File: src/rtl/bht_pkg.sv
package bht_pkg;
  typedef struct packed {
    logic incr;
    logic decr;
  } ctrStrobe_t;
endpackage

File: src/rtl/bht_ctrl.sv
module bht_ctrl
  import bht_pkg::*;
#(
  parameter int CTR_W = 2
) (
  input  logic             updValid,
  input  logic             updTaken,
  input  logic [CTR_W-1:0] updCtr,
  output ctrStrobe_t       strb
);
  localparam logic [CTR_W-1:0] CTR_MAX = {CTR_W{1'b1}};
  localparam logic [CTR_W-1:0] CTR_MIN = '0;

  logic atTop;
  logic atBottom;

  assign atTop    = (updCtr == CTR_MAX);
  assign atBottom = (updCtr == CTR_MIN);

  always_comb begin
    strb      = '0;
    strb.incr = updValid &&  updTaken && !atTop;
    strb.decr = updValid && !updTaken && !atBottom;
  end
endmodule

File: src/rtl/bht_datapath.sv
module bht_datapath
  import bht_pkg::*;
#(
  parameter int CTR_W = 2,
  parameter int IDX_W = 6
) (
  input  logic             clk,
  input  logic             rstN,
  input  logic [IDX_W-1:0] rdIdx,
  input  logic [IDX_W-1:0] wrIdx,
  input  ctrStrobe_t       strb,
  output logic [CTR_W-1:0] rdCtr,
  output logic [CTR_W-1:0] wrCtr
);
  localparam int DEPTH = 1 << IDX_W;
  localparam logic [CTR_W-1:0] RST_VAL = CTR_W'((1 << (CTR_W - 1)) - 1);

  logic [CTR_W-1:0] ctrQ [DEPTH];
  logic [DEPTH-1:0] entSel;

  for (genvar gi = 0; gi < DEPTH; gi++) begin : g_sel
    assign entSel[gi] = (wrIdx == IDX_W'(gi));
  end

  always_ff @(posedge clk or negedge rstN) begin
    if (!rstN) begin
      for (int i = 0; i < DEPTH; i++) ctrQ[i] <= RST_VAL;
    end else begin
      for (int i = 0; i < DEPTH; i++) begin
        if (entSel[i] && strb.incr)      ctrQ[i] <= ctrQ[i] + 1'b1;
        else if (entSel[i] && strb.decr) ctrQ[i] <= ctrQ[i] - 1'b1;
      end
    end
  end

  assign rdCtr = ctrQ[rdIdx];
  assign wrCtr = ctrQ[wrIdx];
endmodule

File: src/rtl/branch_hint_table.sv
module branch_hint_table
  import bht_pkg::*;
#(
  parameter int CTR_W = 2,
  parameter int IDX_W = 6,
  parameter int PC_W  = 32
) (
  input  logic            clk,
  input  logic            rstN,
  input  logic [PC_W-1:0] lookupPc,
  output logic            predTaken,
  input  logic            updValid,
  input  logic [PC_W-1:0] updPc,
  input  logic            updTaken
);
  localparam int IDX_LO = 2;
  localparam int IDX_HI = IDX_W + IDX_LO - 1;

  logic [IDX_W-1:0] rdIdx;
  logic [IDX_W-1:0] wrIdx;
  logic [CTR_W-1:0] rdCtr;
  logic [CTR_W-1:0] updCtr;
  ctrStrobe_t       strb;

  assign rdIdx = lookupPc[IDX_HI:IDX_LO];
  assign wrIdx = updPc[IDX_HI:IDX_LO];

  bht_ctrl #(.CTR_W(CTR_W)) u_ctrl (
    .updValid(updValid),
    .updTaken(updTaken),
    .updCtr  (updCtr),
    .strb    (strb)
  );

  bht_datapath #(.CTR_W(CTR_W), .IDX_W(IDX_W)) u_dp (
    .clk  (clk),
    .rstN (rstN),
    .rdIdx(rdIdx),
    .wrIdx(wrIdx),
    .strb (strb),
    .rdCtr(rdCtr),
    .wrCtr(updCtr)
  );

  assign predTaken = rdCtr[CTR_W-1];
endmodule

File: config.mk
export PLATFORM = sky130hd
export DESIGN_NAME = branch_hint_table
export DESIGN_NICKNAME = d
export VERILOG_FILES = /design/src/rtl/bht_pkg.sv /design/src/rtl/bht_ctrl.sv /design/src/rtl/bht_datapath.sv /design/src/rtl/branch_hint_table.sv
export SDC_FILE = /design/constraint.sdc
export NUM_CORES = 1
export LEC_CHECK = 0
export BUFFER_PORTS_ARGS = -buffer_cell sky130_fd_sc_hd__buf_4
export CORE_MARGIN = 5
export CORE_UTILIZATION = 50
export DETAILED_ROUTE_END_ITERATION = 10
export HOLD_SLACK_MARGIN = 0.12
export PLACE_DENSITY = 0.67
export SETUP_SLACK_MARGIN = 0.1
export SLEW_MARGIN = 20
export SYNTH_ARGS = -nofsm -noshare
export SYNTH_HDL_FRONTEND = slang
export SYNTH_SLANG_ARGS = --single-unit
File: constraint.sdc
create_clock -name clk -period 4.9 [get_ports clk]
set_clock_uncertainty 0.1 [all_clocks]
set_input_delay 0.98 -clock clk [delete_from_list [all_inputs] [get_ports clk]]
set_output_delay 0.98 -clock clk [all_outputs]
set_load 0.05 [all_outputs]
==> results.py <==
metrics = {
    "worst_setup_path": {
        "r2r_end": "u_dp.ctrQ[37]",
        "endpoint_kind": "output port",
        "crit_required_ps": 3820,
        "reg2reg_from": "u_dp.ctrQ[16]",
        "crit_type": "in2out",
        "rrSetupSlack_ps": 1520,
        "worstPathMaxFanout": 16,
        "worstPathArrival_ps": 3150,
        "startpoint_type": "input port",
        "ff2ff_path_depth": 10,
    },
    "drt": {
        "route.detailed.drc": 0,
        "drtIter0Drc": 500,
        "antenna_left": 0,
        "first_pass_iters": 7,
        "wl_per_cell_um": 21.6,
        "finalWirelength_um": 21200,
        "avgViaCountPerCell": 6.29,
        "num_vias": 6183,
    },
    "sta": {
        "slew_violations": 0,
        "tightest_slew_ps": 1030,
        "period_share_pct": 86.4,
        "setup_viol": 0,
        "relSlewSlack_pct": 31.0,
        "max_freq_mhz": 236,
        "rsz0062_at_grt": "no",
        "hold_viol": 0,
        "period_needed_ps": 4230,
        "tns_ps": 0,
    },
    "placement": {
        "dp_hpwl_um": 13700,
        "dp_cells": 951,
        "place.gp.congestion": 0.807,
        "io_buffers": 16,
    },
    "synth": {
        "synthCells": 759,
        "synth_fp_nets": 827,
        "syn_area_mm2": 0.00839,
        "async_flop_share_pct": 100,
        "ys.flop_type": "dfstp_2",
        "ys_ff_latch": 128,
        "syn_avg_cell_area_um2": 11.1,
        "yosysUniqueCellTypes": 56,
        "synth_sequential_area_ratio_pct": 39.1,
        "synth-edff-count": 0,
        "yosys_warnings": 0,
    },
    "floorplan": {
        "rows": 47,
        "chipHeight_um": 140,
        "die_area_mm2": 0.0195,
        "die_x_um": 140,
        "initial_core_util_pct": 50.8,
        "coreArea_mm2": 0.0165,
        "io_pins": 69,
    },
    "global_route": {
        "grt_use_met2_pct": 36.0,
        "globalRouteOverflowTotal": 0,
        "antenna_found_initial": 0,
        "grt_first_pass_wirelength_um": 34200,
        "gr-max-usage-layer": "met2",
        "grtUsageTotal_pct": 22.1,
        "grt_use_met1_pct": 29.3,
        "grt_max_degree": 82,
        "met3_usage_pct": 3.46,
        "grt_pass1_vias": 6138,
    },
    "clock_network": {
        "clk_latency_ps": 430,
        "clkTransAtPathRegs_ps": 60,
        "h-tree-depth": 4,
        "cts-root-buf": "clkbuf_16",
        "cts_tree": "yes",
        "postCtsSetupRepairBufs": 0,
        "cts_buffers": 17,
        "cts_resized": 0,
        "hold_buffers": 0,
        "cts_num_sinks": 128,
        "clockBufferDepth": 2,
    },
    "final_layout": {
        "stdcell_count": 983,
        "area_growth_pct": 9.99,
        "diodes": 0,
        "top_regs": "u_dp.ctrQ (128)",
        "max_flop_register": "u_dp.ctrQ",
        "largest_reg_flops": 128,
        "final_nets": 818,
        "drive_above_1_share_pct": 25.8,
    },
    "min_path": {
        "hold_start": "u_dp.ctrQ[77]",
        "min_delay_path_depth": 1,
        "holdPathEnd": "u_dp.ctrQ[77]",
        "worstHoldPathType": "reg2reg",
    },
    "power_and_ir_drop": {
        "total_leakage_power_nw": 3.93,
        "total_power_w": 0.00370,
        "p_per_area_mw_per_mm2": 401,
        "irDropWorstVdd_mv": 0.269,
    },
    "job": {
        "cap_viol_max_count": 0,
    },
    "outcome": {
        "status": "complete, no violations",
    },
}
-- critical path: stages --
cell	delay, ps
buf_4	340
mux4_2	610
mux4_2	520
mux4_2	490
buf_4	200
-- power by group --
part           total (W)  switching (W)  internal [W]
logic           0.000730       0.000356      0.000374
clock network    0.00130       0.000489      0.000810
registers        0.00167       0.000290       0.00138
total            0.00370        0.00113       0.00257
-- layout make-up --
type | instances | area [um^2]
sequential | 128 | 3280
clock inverter | 14 | 166
timing repair buffer | 32 | 282
inverter | 3 | 11.3
clock buffer | 18 | 439
tap | 220 | 275
multi-input combinational | 568 | 4770
fill | 1368 | 7300
-- layout by cell type, fill, tap and decap left out, drive strengths merged, types with 2 or more instances in the layout --
cell	instances
nor2b	10
dfrtp	64
inv	2
o21ai	3
and2	4
xor2	126
xnor2	34
buf	32
clkinvlp	4
a2111oi	32
a21oi	6
nand2b	7
o31a	4
clkbuf	18
mux2	8
dfstp	64
and3	2
nand3	44
o211ai	32
o221ai	6
or4	32
mux2i	33
a221oi	3
bufinv	3
or2	4
a211oi	4
a22oi	9
mux4	32
nor2	69
o22ai	2
clkinv	8
nand2	23
nor3	30
-- kinds of logic after synthesis --
| family | share of synthesized area (%) |
|---|---|
| compound gates | 11.2 |
| simple gates | 14.7 |
| flops | 39.1 |
| mux | 14.0 |
| xor+xnor | 16.7 |
| buf+inv | 4.28 |
-- synth_stat cells, drive strengths merged (6+ instances only) --
master | n | area [um^2]
nor2 | 69 | 259
nand3 | 44 | 220
a22oi | 9 | 67.6
or4 | 32 | 240
a21oi | 6 | 33.8
nor2b | 10 | 62.6
mux2i | 33 | 330
buf | 28 | 226
a2111oi | 32 | 384
dfstp | 64 | 1680
mux2 | 8 | 109
o211ai | 32 | 240
dfrtp | 64 | 1600
o221ai | 6 | 52.6
nand2b | 7 | 51.3
clkbuf | 32 | 121
xor2 | 126 | 1100
xnor2 | 34 | 298
nor3 | 30 | 190
nand2 | 23 | 86.3
mux4 | 32 | 732
-- routing by layer --
| layer | wire (um) | up-vias |
|---|---|---|
| li1 | - | 2773 |
| met2 | 10400 | 191 |
| met1 | 9190 | 3168 |
| met5 | 0 | - |
| met3 | 892 | 51 |
| met4 | 689 | 0 |
-- how the worst max path moves through the flow --
stage          cells after the start  slack [ps]              to         from
2_1_floorplan                      5         270       predTaken  lookupPc[2]
3_3_place_gp                      12         350  u_dp.ctrQ[123]     updPc[3]
3_5_place_dp                      12         320  u_dp.ctrQ[121]     updPc[3]
4_1_cts                            5         660       predTaken  lookupPc[2]
5_1_grt                           12         500   u_dp.ctrQ[75]     updPc[3]
6_report                           5         670       predTaken  lookupPc[2]
-- through the flow --
stage / util, % / cell area [um^2] / hold slack, ps / setup WS [ps]
after floorplan: - / 8390 / 350 / 269
after global placement: 52.2 / 8620 / 368 / 351
after detailed placement: 52.2 / 8620 / 375 / 324
after CTS: 55.8 / 9220 / 387 / 658
after global routing: 55.8 / 9230 / 393 / 499
final: 55.8 / 9230 / 389 / 668
(Power assumes the default switching activity.)
